**src/rtl/pwr_hold_pkg.sv**
```systemverilog
// Shared types for the power-on hold sequencer.
package pwr_hold_pkg;

    // Hold sequencer states; the order is not decoded anywhere else.
    typedef enum logic [1:0] {
        HS_OFF   = 2'd0,
        HS_GUARD = 2'd1,
        HS_WAIT  = 2'd2,
        HS_RUN   = 2'd3
    } hold_state_e;

endpackage

```
**src/rtl/hold_tick_counter.sv**
```systemverilog
// Millisecond tick counter for one hold phase.
// Counts sampled ticks and flags the tick that reaches `limit`.
// Assumes limit >= 1 and that the owner clears it at every phase change.
module hold_tick_counter #(
    parameter int CNT_W = 7
) (
    input  logic             clk,
    input  logic             rst_n,
    input  logic             clr,
    input  logic             tick,
    input  logic [CNT_W-1:0] limit,
    output logic             last
);

    logic [CNT_W-1:0] cnt_q;

    // Flag the tick that completes the phase.
    always_comb begin
        last = tick && (cnt_q == limit - CNT_W'(1));
    end

    // Count ticks; restart on clear.
    always_ff @(posedge clk) begin
        if (!rst_n || clr) begin
            cnt_q <= '0;
        end else if (tick) begin
            cnt_q <= cnt_q + CNT_W'(1);
        end
    end

endmodule

```
**src/rtl/hold_fsm.sv**
```systemverilog
// Hold-phase state machine.
// Steps through off, guard, wait and run.
// A low pwr_ok has priority over every other event.
// A bus reset counts only in the wait phase.
// Assumes the tick counter supplies `last` for the current phase limit.
module hold_fsm
    import pwr_hold_pkg::*;
#(
    parameter int GUARD_MS = 1,
    parameter int WAIT_MS  = 95,
    parameter int CNT_W    = 7
) (
    input  logic             clk,
    input  logic             rst_n,
    input  logic             pwr_ok,
    input  logic             bus_rst,
    input  logic             last,
    output hold_state_e      state,
    output logic [CNT_W-1:0] limit,
    output logic             cnt_clr,
    output logic             early_rel,
    output logic             start_pulse
);

    hold_state_e state_q;
    hold_state_e state_n;
    logic        start_q;

    // Pick the tick limit of the phase in progress.
    always_comb begin
        limit = (state_q == HS_GUARD) ? CNT_W'(GUARD_MS) : CNT_W'(WAIT_MS);
    end

    // A bus reset during the wait phase ends the hold early.
    always_comb begin
        early_rel = pwr_ok && bus_rst && (state_q == HS_WAIT);
    end

    // Next-state decision.
    always_comb begin
        state_n = state_q;
        if (!pwr_ok) begin
            state_n = HS_OFF;
        end else begin
            case (state_q)
                HS_OFF:   state_n = HS_GUARD;
                HS_GUARD: if (last) state_n = HS_WAIT;
                HS_WAIT:  if (bus_rst || last) state_n = HS_RUN;
                default:  state_n = HS_RUN;
            endcase
        end
    end

    // Counter restarts on any phase change and idles outside timed phases.
    always_comb begin
        cnt_clr = (state_n != state_q) || (state_q == HS_OFF) || (state_q == HS_RUN);
    end

    // State register and the registered start pulse.
    always_ff @(posedge clk) begin
        if (!rst_n) begin
            state_q <= HS_OFF;
            start_q <= 1'b0;
        end else begin
            state_q <= state_n;
            start_q <= (state_n == HS_RUN) && (state_q != HS_RUN);
        end
    end

    assign state       = state_q;
    assign start_pulse = start_q;

endmodule

```
**src/rtl/bus_rst_pend.sv**
```systemverilog
// Pending bus-reset interrupt.
// Latched by an early release and gated by the two enables.
// The pending bit is dropped by an acknowledge of a visible request, or by power loss.
// Assumes early_rel is a single-cycle event from the state machine.
module bus_rst_pend (
    input  logic clk,
    input  logic rst_n,
    input  logic pwr_ok,
    input  logic early_rel,
    input  logic ie,
    input  logic gie,
    input  logic ack,
    output logic irq
);

    logic pend_q;

    // The request is visible only with both enables set.
    always_comb begin
        irq = pend_q && ie && gie;
    end

    // Pending bit: set on early release, cleared on power loss or a taken acknowledge.
    always_ff @(posedge clk) begin
        if (!rst_n || !pwr_ok) begin
            pend_q <= 1'b0;
        end else if (early_rel) begin
            pend_q <= 1'b1;
        end else if (ack && irq) begin
            pend_q <= 1'b0;
        end
    end

endmodule

```
**src/rtl/por_status.sv**
```systemverilog
// Sticky power-on status bit.
// Set by reset and by power loss; firmware may clear it only while the core runs.
module por_status (
    input  logic clk,
    input  logic rst_n,
    input  logic pwr_ok,
    input  logic run,
    input  logic clr,
    output logic flag
);

    logic flag_q;

    // Set has priority over the firmware clear.
    always_ff @(posedge clk) begin
        if (!rst_n || !pwr_ok) begin
            flag_q <= 1'b1;
        end else if (clr && run) begin
            flag_q <= 1'b0;
        end
    end

    assign flag = flag_q;

endmodule

```
**src/rtl/pwr_hold_seq.sv**
```systemverilog
// Power-on semi-suspend reset sequencer (top).
// Holds the core off through a guard phase that cannot be interrupted.
// Then holds it through a wait phase that a USB bus reset can cut short.
// Releases the core with a one-cycle start pulse.
// Assumes ms_tick is a single-cycle pulse and that all inputs are synchronous to clk.
module pwr_hold_seq #(
    parameter int GUARD_MS = 1,
    parameter int WAIT_MS  = 95
) (
    input  logic clk,
    input  logic rst_n,
    input  logic pwr_ok,
    input  logic ms_tick,
    input  logic usb_bus_rst,
    input  logic bus_rst_ie,
    input  logic glb_ie,
    input  logic irq_ack,
    input  logic por_clr,
    output logic cpu_run,
    output logic exec_start,
    output logic por_flag,
    output logic regs_clr,
    output logic bus_rst_irq
);

    import pwr_hold_pkg::*;

    localparam int MAX_MS = (GUARD_MS > WAIT_MS) ? GUARD_MS : WAIT_MS;
    localparam int CNT_W  = $clog2(MAX_MS + 1);

    hold_state_e      state;
    logic [CNT_W-1:0] limit;
    logic             cnt_clr;
    logic             last;
    logic             early_rel;

    // Phase tick counter.
    hold_tick_counter #(.CNT_W(CNT_W)) u_cnt (
        .clk   (clk),
        .rst_n (rst_n),
        .clr   (cnt_clr),
        .tick  (ms_tick),
        .limit (limit),
        .last  (last)
    );

    // Phase sequencing.
    hold_fsm #(.GUARD_MS(GUARD_MS), .WAIT_MS(WAIT_MS), .CNT_W(CNT_W)) u_fsm (
        .clk         (clk),
        .rst_n       (rst_n),
        .pwr_ok      (pwr_ok),
        .bus_rst     (usb_bus_rst),
        .last        (last),
        .state       (state),
        .limit       (limit),
        .cnt_clr     (cnt_clr),
        .early_rel   (early_rel),
        .start_pulse (exec_start)
    );

    // Pending bus-reset interrupt.
    bus_rst_pend u_pend (
        .clk       (clk),
        .rst_n     (rst_n),
        .pwr_ok    (pwr_ok),
        .early_rel (early_rel),
        .ie        (bus_rst_ie),
        .gie       (glb_ie),
        .ack       (irq_ack),
        .irq       (bus_rst_irq)
    );

    // Power-on status bit.
    por_status u_por (
        .clk    (clk),
        .rst_n  (rst_n),
        .pwr_ok (pwr_ok),
        .run    (cpu_run),
        .clr    (por_clr),
        .flag   (por_flag)
    );

    // Decode the run and register-clear levels from the state.
    always_comb begin
        cpu_run  = (state == HS_RUN);
        regs_clr = (state == HS_OFF);
    end

endmodule

```
**config.mk**
```make
export PLATFORM = sky130hd
export DESIGN_NAME = pwr_hold_seq
export DESIGN_NICKNAME = d
export VERILOG_FILES = /design/src/rtl/pwr_hold_pkg.sv /design/src/rtl/hold_tick_counter.sv /design/src/rtl/hold_fsm.sv /design/src/rtl/bus_rst_pend.sv /design/src/rtl/por_status.sv /design/src/rtl/pwr_hold_seq.sv
export SDC_FILE = /design/constraint.sdc
export NUM_CORES = 1
export LEC_CHECK = 0
export BUFFER_PORTS_ARGS = -buffer_cell sky130_fd_sc_hd__buf_4
export CORE_AREA = 2 2 39 41
export CTS_BUF_LIST = sky130_fd_sc_hd__clkbuf_8
export DETAILED_ROUTE_END_ITERATION = 10
export DIE_AREA = 0 0 41 43
export GPL_ROUTABILITY_DRIVEN = 0
export PLACE_DENSITY = 0.64
export SETUP_SLACK_MARGIN = 0.02
export SLEW_MARGIN = 20
export SYNTH_ARGS = -nofsm -noshare
export SYNTH_HDL_FRONTEND = slang
export SYNTH_SLANG_ARGS = --single-unit
```
**constraint.sdc**
```tcl
create_clock -name clk -period 4 [get_ports clk]
set_input_delay 0.2 -clock clk [delete_from_list [all_inputs] [get_ports clk]]
set_output_delay 0.2 -clock clk [all_outputs]
set_load 0.01 [all_outputs]
```
# ---- Word level (Yosys, flattened, before mapping)
# Index checks and enable logic that the tools add are counted.
# W data, S select, Z words.
dict set report totals {
  register_bits 12
  input_bits 9
  out_inout_bits 5
  wordCells 38
}
dict set report classes {
  add_sub_neg 2
  eq_ne 7
  n_mux 7
  n_reduce_logical 17
}
# operator count
set ops {}
lappend ops {{$logic_and A1 B1 Y1} 8}
lappend ops {{$add A7 B1 Y7 const B} 1}
lappend ops {{$eq A7 B7 Y1} 1}
lappend ops {{$mux W7} 1}
lappend ops {{$sub A7 B1 Y7 const B} 1}
lappend ops {{$eq A2 B2 Y1 const B} 3}
lappend ops {{$mux W2} 3}
lappend ops {{$pmux W2 S3} 1}
lappend ops {{$logic_or A1 B1 Y1} 5}
lappend ops {{$eq A2 B1 Y1 const B} 1}
lappend ops {{$logic_not A1 Y1} 2}
lappend ops {{$logic_not A2 Y1} 1}
lappend ops {{$mux W1} 2}
lappend ops {{$ne A2 B2 Y1} 1}
lappend ops {{$ne A2 B2 Y1 const B} 1}
lappend ops {{$reduce_bool A2 Y1} 1}

# ---- Depth between registers and ports, before layout
# Gate-level depths: netlist (run 1).
dict set report depth {
  word_depth 13
  depth_mapped 5
  mapped_depth_nobuf 5
}

# ---- Cells and area by module
# Synthesis (run 1) repeated with hierarchy kept, for this count alone.
dict set report hier_totals {
  cells_unflattened 93
  hier_area_um2 835.8
}
# mod cells_per_inst instances area_each_um2 seq_area_each_um2
set modules_own_cells {}
lappend modules_own_cells {hold_tick_counter 60 1 526.8 140.1}
lappend modules_own_cells {hold_fsm 24 1 212.7 60.1}
lappend modules_own_cells {bus_rst_pend 4 1 46.3 20.0}
lappend modules_own_cells {por_status 3 1 40.0 20.0}
lappend modules_own_cells {pwr_hold_seq 2 1 10.0 0.0}

# ---- Least setup slack after synthesis (run 1)
# Ideal clock, no wire load.
dict set report synth_path {
  kind {register -> register}
  start {register u_cnt.cnt_q[1]}
  end {register u_fsm.state_q[0], in the netlist u_fsm.state[0]}
  period_less_slack_ns 1.316
  arrival_time_ns 1.258
  stages_incl_launch_ff 6
  setup_time_ns 0.058
  required_time_ns 3.942
  slack_ns 2.684
  n_path_buf 1
  cell_sequence {dfxtp_1 > or3_4 > nor4_4 > o21a_1 > buf_6 > o211a_1}
}
dict set report synth_via {
  elab_chain_len 6
  word_cells_on_any_way 7
  classes_between {eq/ne (1); mux (4); reduce/logical (2)}
}
# item line
set synth_lines {}
lappend synth_lines {{from (decl)} hold_tick_counter.sv:15} ;# logic [CNT_W-1:0] cnt_q;
lappend synth_lines {{from (signal assigned)} hold_tick_counter.sv:27} ;# cnt_q <= cnt_q + CNT_W'(1);
lappend synth_lines {{$eq A7 B7 Y1 *} hold_tick_counter.sv:19} ;# last = tick && (cnt_q == limit - CNT_W'(1));
lappend synth_lines {{$logic_and A1 B1 Y1 *} hold_tick_counter.sv:19}
lappend synth_lines {{$logic_or A1 B1 Y1} hold_fsm.sv:48} ;# HS_WAIT: if (bus_rst || last) state_n = HS_RUN;
lappend synth_lines {{$mux W2} hold_fsm.sv:48}
lappend synth_lines {{$pmux W2 S3 *} hold_fsm.sv:45} ;# case (state_q)
lappend synth_lines {{$mux W2 *} hold_fsm.sv:42} ;# if (!pwr_ok) begin
lappend synth_lines {{to (signal assigned)} hold_fsm.sv:65} ;# state_q <= state_n;
lappend synth_lines {{to (decl)} hold_fsm.sv:25} ;# hold_state_e state_q;
# Mark *: on every way between the ends. The rest lies on a longest branch, timed or not.
# A chain may end at the register's enable or synchronous reset.

# ---- Worst setup path in the final report (run 1)
# Ends and elaborated chain as after synthesis.

==> metrics.md, run 1 <==
| Metric | Value |
|---|---|
| Status | finished clean |
| Met1 GRT Util | 0.190 |
| Synth warn | 0 |
| Drt first pass iters | 4 |
| Total track usage | 0.147 |
| LEAKAGE | 0.302 nW |
| Synthesis-stage register bit count | 12 |
| Crit. End Element | register |
| Die H | 43 um |
| Skew final | 3.56 ps |
| Post-Layout Cell Count | 94 |
| Post-CTS resize count | 0 |
| CTS tree | yes |
| Max FO, Critical Path | 10 |
| GRT Residual Overflow | 0 |
| # diodes | 0 |
| Post-Syn Area | 579 um2 |
| WP data arrival | 1700 ps |
| Pwr dens | 365 nW/um2 |
| Core area | 1380 um2 |
| First-pass GRT wire length | 1.75 mm |
| Post-route DRC | 0 |
| Final Hold Vio Count | 0 |
| Final WL | 1.07 mm |
| Initial core utilization | 0.419 |
| Row count | 14 |
| Fin crit period | 1510 ps |
| GRT met3 Usage | 0.0471 |
| Busiest grt layer | met2 |
| Crit path required time | 4190 ps |
| Met2 Use GR | 0.206 |
| Hold WC Path Type | in2reg |
| R2R Setup Slk | 2490 ps |
| Multi-input logic area | 324 um2 |
| IO Count | 14 |
| Nets@finish | 89 |
| Max Slew Vio Count | 0 |
| RSZ-0062 raised after global routing | no |
| Synth cell types | 25 |
| Htree depth | 1 |
| Total die area | 1760 um2 |
| Commonest non-fill, non-tap cell in the layout | buf_4 |
| Slew headroom | 0.780 |
| Finished Core Util | 0.535 |
| CTS max path bufs | 2 |
| DR iter-0 viols | 8 |
| Pin count of the biggest net entering global routing | 11 |
| Setup violations, final | 0 |
| Post-synthesis sequential area ratio | 0.415 |
| Worst IR drop on VDD | 174 uV |
| PnR Total Power | 0.000271 W |
| Setup bufs post-CTS | 0 |
| Port Buffer Count | 13 |
| Fill cells | 121 |
| Via Count | 481 |
| CTS Buf Count | 3 |
| Detail Placement HPWL | 824 um |
| Max Cap Viol | 0 |
| Root Driver | clkbuf_8 |
| Setup TNS | 0 ps |
| Worst-Margin Slew | 330 ps |
| Vias in the first global route | 424 |
| # placed instances | 90 |
| Clock sinks | 12 |
| Die W | 41 um |
| Clock slew at reported path FFs | 50 ps |
| Post-CTS Hold Buffers | 0 |
| Most frequent cells in the layout | 13 x buf_4, 12 x dfxtp_1, 8 x nand2_1, 7 x nor3_1 |
| Fin crit share | 0.377 |
| Area grow syn2layout | 27.9% |
| DR vias/cell | 5.12 |
| Syn Nets | 72 |
| FF+latch area | 240 um2 |
| Crit path kind | reg2reg |
| Post-detailed-route wirelength per cell | 11.4 um |
| Final ANT Viol Nets | 0 |
| Mean Syn Cell Area | 9.34 um2 |
| Antenna violations before repair | 0 |
| Skew-Pair Late Insertion Delay | 240 ps |
| Hold Slack | 222 ps |
| Maximum clock frequency | 663 MHz |
| Share of cells above drive strength 1 | 0.244 |
| CP Launch Type | register |
| Mapped Cells | 62 |
==> synthesized netlist by cell type <==
cell type | number | area, um2
a21o_1 | 1 | 7.51
a22o_1 | 1 | 8.76
a22oi_1 | 1 | 7.51
and2_1 | 2 | 12.5
and3_1 | 2 | 12.5
buf_6 | 1 | 11.3
dfxtp_1 | 12 | 240
ha_1 | 1 | 12.5
inv_1 | 1 | 3.75
mux2i_1 | 1 | 10.0
nand2_1 | 8 | 30.0
nand2b_1 | 2 | 12.5
nand3_1 | 1 | 5.00
nand4_1 | 2 | 12.5
nor2_1 | 4 | 15.0
nor2b_1 | 1 | 6.26
nor3_1 | 7 | 35.0
nor3b_1 | 2 | 15.0
nor4_4 | 1 | 21.3
o2111ai_1 | 1 | 8.76
o211a_1 | 2 | 20.0
o21a_1 | 1 | 7.51
or3_4 | 1 | 11.3
xnor2_1 | 3 | 26.3
xor2_1 | 3 | 26.3
==> worst max-delay path: stages (launching register included) <==
cell and delay, ps:
dfxtp_1 350, or3_4 410, nor4_4 160, o21a_1 350
o211a_1 200
==> sequential cells by signal, summed over array words and instances, names as in the netlist <==
name and cells:
u_fsm.state 2, u_fsm.start_pulse 1, u_por.flag 1, u_cnt.cnt_q 7, u_pend.pend_q 1
==> power breakdown <==
group	total [W]	internal (W)	switching, W
Sequential	0.000122	0.000121	0.00000106
Clock	0.000132	0.0000870	0.0000448
Combinational	0.0000173	0.00000968	0.00000761
Total	0.000271	0.000217	0.0000535
==> cells by family (layout without fill, tap and decap cells) <==
| family | count (synthesis) | in the layout | synth area share |
|---|---|---|---|
| multiplexers | 1 | 1 | 0.0173 |
| buffers and inverters | 2 | 18 | 0.0259 |
| XOR/XNOR | 6 | 6 | 0.0907 |
| flip-flops | 12 | 12 | 0.415 |
| AO/OA/AOI/OAI | 7 | 7 | 0.104 |
| adder cells (fa/ha/maj) | 1 | 1 | 0.0216 |
| AND/OR/NAND/NOR | 33 | 33 | 0.326 |
==> worst paths after layout <==
check                       from        endpoint  depth (start not counted)
setup / recovery  u_cnt.cnt_q[1]  u_fsm.state[0]                          4
hold / removal           por_clr      u_por.flag                          4
setup reg to reg  u_cnt.cnt_q[1]  u_fsm.state[0]                          4
hold reg to reg       u_por.flag      u_por.flag                          2
==> per-layer routing <==
| metal | up-vias | wire length (um) |
|---|---|---|
| met5 | - | 0 |
| met4 | 0 | 30 |
| met3 | 3 | 69 |
| met2 | 12 | 463 |
| met1 | 213 | 511 |
| li1 | 253 | - |
==> metrics by stage <==
step | cell area (um2) | setup slack, ps
after global routing | 741 | 2380
after global placement | 686 | 2510
after detailed placement | 686 | 2500
after CTS | 741 | 2480
final | 741 | 2490
after floorplan | 579 | 2680
==> layout make-up <==
cell class,count,area share
clock buffer,4,0.0743
inverter,1,0.00507
multi-input combinational,48,0.438
sequential,12,0.324
tap,16,0.0270
timing repair buffer,13,0.132
Note: power is estimated with default switching activity, not from simulation.
==> run 2, diff against run 1 <==
clock period = 1.4 ns   (was 4 ns; I/O delays follow)
==> run 2 against run 1 <==
Critical path depth rose by 1. Cell area rose by 8.1%. Sequential share of layout area decreased by 2.1 points. Largest power group is now registers. Non-clock buffer count up 5. Via count rose by 3.7%. Combinational power grew to 3.3 times the previous value. Die area is the same. Maximum frequency is 12% higher.
==> metrics.md, run 2 (synthesized netlist as in run 1, its figures left out) <==
| Metric | Value |
|---|---|
| Hold_sp | usb_bus_rst |
| Met1 GRT Util | 0.203 (+0.0123) |
| Hold WC Path Type | in2reg |
| Worst-Margin Slew | 309 ps (-20.7 ps) |
| Crit. End Element | register |
| Critical R2R Launch | u_cnt.cnt_q[2] |
| WP data arrival | 1530 ps (-170 ps) |
| Final WL | 1.18 mm (+9.8%) |
| Pin count of the biggest net entering global routing | 8 (-3) |
| Fin crit share | 0.965 (+0.588) |
| Htree depth | 1 (unchanged) |
| Most frequent cells in the layout | 17 x buf_4, 10 x dfxtp_1, 8 x nand2_1, 4 x nor2_1, 4 x nor3_1 |
| RSZ-0062 raised after global routing | yes |
| Hold endpoint | u_fsm.start_pulse |
| DR iter-0 viols | 0 (-8) |
| Worst r2r dst | u_fsm.state[0] |
| Most flop-heavy register | u_cnt.cnt_q |
| Clock sinks | 12 (unchanged) |
| DR vias/cell | 5.09 (-0.49%) |
| Post-Layout Cell Count | 98 (+4.3%) |
| Post-route DRC | 0 (unchanged) |
| IO Count | 14 (unchanged) |
| Skew-Pair Late Insertion Delay | 240 ps (about the same) |
| Max Cap Viol | 0 (unchanged) |
| Initial core utilization | 0.419 (unchanged) |
| Max Slew Vio Count | 0 (unchanged) |
| Post-detailed-route wirelength per cell | 12.0 um (+5.3%) |
| Max FO, Critical Path | 3 (-7) |
| Nets@finish | 94 (+5.6%) |
| Post-CTS Hold Buffers | 0 (unchanged) |
| Slew headroom | 0.793 (+0.0133) |
| Detail Placement HPWL | 869 um (+5.5%) |
| Fin crit period | 1350 ps (-157 ps) |
| CTS tree | yes |
| Final Hold Vio Count | 0 (unchanged) |
| Clock slew at reported path FFs | 50 ps (about the same) |
| PnR Total Power | 0.000713 W (+160%) |
| Row count | 14 (unchanged) |
| Maximum clock frequency | 740 MHz (+12%) |
| Share of cells above drive strength 1 | 0.378 (+0.134) |
| Setup violations, final | 0 (unchanged) |
| Via Count | 499 (+3.7%) |
| Commonest non-fill, non-tap cell in the layout | buf_4 |
| Largest register FFs | 7 (unchanged) |
| Crit path kind | reg2reg |
| Total track usage | 0.171 (+0.0247) |
| Drt first pass iters | 1 (-3) |
| GRT met3 Usage | 0.0628 (+0.0157) |
| Dpl ws | 40.1 ps (-2460 ps) |
| Pwr dens | 891 nW/um2 (+140%) |
| Die H | 43 um (unchanged) |
| Met2 Use GR | 0.253 (+0.0469) |
| CP Launch Type | register |
| Port Buffer Count | 13 (unchanged) |
| Core area | 1380 um2 (unchanged) |
| LEAKAGE | 0.327 nW (+8.3%) |
| Skew final | 4.43 ps (+0.862 ps) |
| Fin worst setup slack | 48.6 ps (-2440 ps) |
| GRT Residual Overflow | 0 (unchanged) |
| # diodes | 0 (unchanged) |
| Antenna violations before repair | 0 (unchanged) |
| Die W | 41 um (unchanged) |
| CTS max path bufs | 2 (unchanged) |
| Root Driver | clkbuf_8 |
| Status | finished clean |
| # placed instances | 95 (+5.6%) |
| Min-Delay Path Depth | 2 (-2) |
| Vias in the first global route | 459 (+8.3%) |
| Crit path required time | 1580 ps (-2610 ps) |
| R2R cell count | 5 (+1) |
| Total die area | 1760 um2 (unchanged) |
| Final ANT Viol Nets | 0 (unchanged) |
| Busiest grt layer | met2 |
| R2R Setup Slk | 50 ps (-2440 ps) |
| CTS Buf Count | 3 (unchanged) |
| First-pass GRT wire length | 1.95 mm (+12%) |
| Worst IR drop on VDD | 681 uV (+290%) |
| Area grow syn2layout | 38.2% |
## run 2: repair_timing
action	CTS	global route
gates resized for setup	1	9
setup buffers	0	0
pin swaps	0	0
endpoints found under the setup margin	1	10
endpoints found under the hold margin	0	0
## run 2: how the worst max path moves through the flow
stage               depth (start not counted)             end            from  slack [ps]
floorplan                                   5  u_fsm.state[0]  u_cnt.cnt_q[1]          80
CTS                                         5  u_cnt.cnt_q[3]  u_cnt.cnt_q[2]          20
finish                                      5  u_fsm.state[0]  u_cnt.cnt_q[2]          50
global route                                5  u_cnt.cnt_q[5]  u_cnt.cnt_q[2]         -50
detailed placement                          5  u_fsm.state[0]  u_fsm.state[0]          40
global placement                            5  u_cnt.cnt_q[4]  u_cnt.cnt_q[2]          50
## run 2: cell type report
type	instances	area (um2)
Clock buffer	3	41.3
Tap cell	16	20.0
Inverter	1	3.75
Timing Repair Buffer	18	139
Fill cell	139	583
Sequential cell	12	243
Multi-Input combinational cell	48	354
## run 2: per-stage QoR
step	TNS (ps)	hold slack, ps	instance area (um2)	util
after floorplan	0	215	579	-
after global placement	0	334	723	0.523
after detailed placement	0	335	723	0.523
after CTS	0	91.7	769	0.556
after global routing	-380	97.4	801	0.579
final	0	93.0	801	0.579
## run 2: power by group
group / switching, W / internal (W)
combinational: 0.0000241 / 0.0000329
sequential: 0.00000419 / 0.000345
clock: 0.000118 / 0.000189
total: 0.000146 / 0.000567
## run 2: metal layers
layer,vias to the layer above,part of all wire
met1,222,0.45
met2,11,0.48
met5,-,0
li1,262,-
met4,0,0.023
met3,4,0.050
## run 2: critical path, stage by stage (launching register included)
cell     delay, ps
dfxtp_2        330
or3_4          380
nor4_4         150
o21a_1         170
buf_4          120
o211a_1        140
==> run 3, diff against run 2 <==
CELL_PAD_IN_SITES_DETAIL_PLACEMENT = 1   (was not set)
CELL_PAD_IN_SITES_GLOBAL_PLACEMENT = 2   (was not set)
CORE_AREA = not set   (was 2 2 39 41)
CORE_ASPECT_RATIO = 1.1   (was not set)
CORE_UTILIZATION = 32   (was not set)
DIE_AREA = not set   (was 0 0 41 43)
PLACE_DENSITY = 0.76   (was 0.64)
==> run 3 against run 2 <==
Die area grew 13%. Count of clock-buffer cells in the layout grew 1. Cell area grew 3.9%. Worst hold slack lost 9.9 ps. Clock power grew 23%. Via count grew 9.0%. The run now ends with negative setup slack left. Critical path type unchanged. Highest routed layer unchanged. Non-clock buffer count grew 4. Critical path depth is the same.
==> metrics.md, run 3 (synthesized netlist as in run 1, its figures left out) <==
| Metric | Value |
|---|---|
| Commonest non-fill, non-tap cell in the layout | buf_4 |
| Sequential share of power | 0.443 (-0.047) |
| Core area | 1630 um2 (+18%) |
| CTS max path bufs | 2 (unchanged) |
| Final Hold Vio Count | 0 (unchanged) |
| Row count | 15 (+1) |
| Crit path required time | 1580 ps (about the same) |
| Post-CTS Hold Buffers | 0 (unchanged) |
| Placement Cell Area | 739 um2 (+2.2%) |
| WP data arrival | 1610 ps (+80 ps) |
| RSZ-0062 raised after global routing | yes |
| Most frequent cells in the layout | 21 x buf_4, 9 x dfxtp_1, 8 x nand2_1, 5 x nor3_1 |
| Drt first pass iters | 1 (unchanged) |
| GRT Residual Overflow | 0 (unchanged) |
| Worst-Margin Slew | 361 ps (+52.1 ps) |
| Final WL | 1.47 mm (+25%) |
| First-pass GRT wire length | 2.30 mm (+18%) |
| Pin count of the biggest net entering global routing | 8 (unchanged) |
| Post-route cell area | 832 um2 (+3.9%) |
| Maximum clock frequency | 698 MHz (-5.7%) |
| Clock slew at reported path FFs | 50 ps (about the same) |
| Violated checks | negative setup slack |
| DR vias/cell | 5.23 (+2.7%) |
| IO Count | 14 (unchanged) |
| Antenna violations before repair | 0 (unchanged) |
| Comb pwr share | 0.077 (-0.003) |
| Setup TNS | -107 ps (-107 ps) |
| CP Launch Type | register |
| # diodes | 0 (unchanged) |
| Crit. End Element | register |
| Slew headroom | 0.759 (-0.0348) |
| Setup violations, final | 7 (+7) |
| Via Count | 544 (+9.0%) |
| Fin worst setup slack | -33.0 ps (-81.6 ps) |
| Status | complete, but fails checks |
| Worst-path cell chain | or3_4 -> nor4_4 -> o21a_1 -> buf_6 -> o211a_1 |
| Post-Layout Cell Count | 104 (+6.1%) |
| Largest register FFs | 7 (unchanged) |
| CTS tree | yes |
| Die H | 46.6 um (+8.4%) |
| Max Cap Viol | 0 (unchanged) |
| Detail Placement HPWL | 1.07 mm (+23%) |
| Clock sinks | 12 (unchanged) |
| Post-route DRC | 0 (unchanged) |
| Worst IR drop on VDD | 529 uV (-22%) |
| Hold Slack | 83.0 ps (-9.95 ps) |
| Slowest cell on the critical path | or3_4 |
| Post-detailed-route wirelength per cell | 14.2 um (+18%) |
| Max Slew Vio Count | 0 (unchanged) |
| Vias in the first global route | 509 (+11%) |
| Finished Core Util | 0.510 (-0.0691) |
| Most flop-heavy register | u_cnt.cnt_q |
| Total die area | 1980 um2 (+13%) |
| Area grow syn2layout | 43.6% |
| # placed instances | 98 (+3.2%) |
| Max FO, Critical Path | 5 (+2) |
| Initial core utilization | 0.355 (-0.0638) |
| Htree depth | 1 (unchanged) |
| Skew-Pair Late Insertion Delay | 240 ps (about the same) |
| Net switching power | 0.000158 W (+7.6%) |
| Fin crit share | 1.02 (+0.0583) |
| Total track usage | 0.168 (-0.00307) |
| Root Driver | clkbuf_8 |
| Crit path kind | reg2reg |
| Skew final | 3.24 ps (-1.19 ps) |
| Port Buffer Count | 13 (unchanged) |
| Fin crit period | 1430 ps (+81.6 ps) |
| DR iter-0 viols | 0 (unchanged) |
| Pwr dens | 943 nW/um2 (+5.9%) |
| Final ANT Viol Nets | 0 (unchanged) |
| Net Sw Frac | 0.201 (-0.00441) |
| Die W | 42.6 um (+3.8%) |
| Share of cells above drive strength 1 | 0.391 (+0.0128) |
| LEAKAGE | 0.354 nW (+8.3%) |
| Slowest stage delay, CP | 360 ps (-20 ps) |
| CTS Buf Count | 3 (unchanged) |
| Nets@finish | 98 (+4.3%) |
| Hold WC Path Type | in2reg |
| Cell Int Power | 0.000627 W (+11%) |
| Clock network fraction of total power | 0.480 (+0.050) |
-- run 3: changes by cell type in the layout (fill, tap and decap cells not counted) --
cell / delta
nor3_1: +1
nand2b_4: -1
nor2b_2: -1
nand2b_1: +1
buf_4: +4
clkbuf_8: +1
dfxtp_2: +1
dfxtp_1: -1
nor3_2: -1
nor2b_1: +1
-- run 3: path summary, 6_finish.rpt --
| kind | from | endpoint | slack [ps] | depth (start not counted) |
|---|---|---|---|---|
| hold reg to reg | u_por.flag | u_por.flag | 440 | 2 |
| setup / recovery | u_cnt.cnt_q[3] | u_fsm.state[0] | -30 | 5 |
| setup reg to reg | u_cnt.cnt_q[3] | u_fsm.state[0] | -30 | 5 |
| hold / removal | por_clr | u_por.flag | 80 | 4 |
-- run 3: critical path, delay by kind of cell, from the launching register on --
kind	cells	cell delay (ps)
compound gates	2	340
simple gates	2	550
flops	1	350
buf+inv	1	130
-- run 3: metal layers --
layer	up-vias	track usage	share of wire
li1	270	-	-
met1	260	0.174	0.42
met2	12	0.302	0.53
met3	2	0.0471	0.037
met4	0	0.113	0.014
met5	-	0	0
-- run 3: power groups by stage --
stage | clock network (W) | logic, W | registers [W]
finish | 0.000377 | 0.0000600 | 0.000348
global route | 0.000395 | 0.0000653 | 0.000348
CTS | 0.000389 | 0.0000593 | 0.000348
detailed placement | 0 | 0.0000560 | 0.000355
global placement | 0 | 0.0000542 | 0.000354
floorplan | 0 | 0.0000250 | 0.000354
-- run 3: what timing repair did --
item                                    4_1_cts  5_1_grt
buffers inserted                              1        1
pin swaps                                     0        2
resized for setup                             5        2
endpoints found under the setup margin        8       10
-- run 3: cell type report --
class	instances	area [um2]
timing repair buffer	22	169
multi-input combinational	48	339
tap	17	21.3
inverter	1	3.75
fill	193	801
clock buffer	4	55.1
sequential	12	244
-- run 3: stage by stage --
step / setup slack (ps) / power [W]
after CTS: 2.99 / 0.000796
final: -33.0 / 0.000785
after global placement: 51.3 / 0.000409
after floorplan: 84.3 / 0.000379
after global routing: -76.1 / 0.000809
after detailed placement: -0.367 / 0.000411
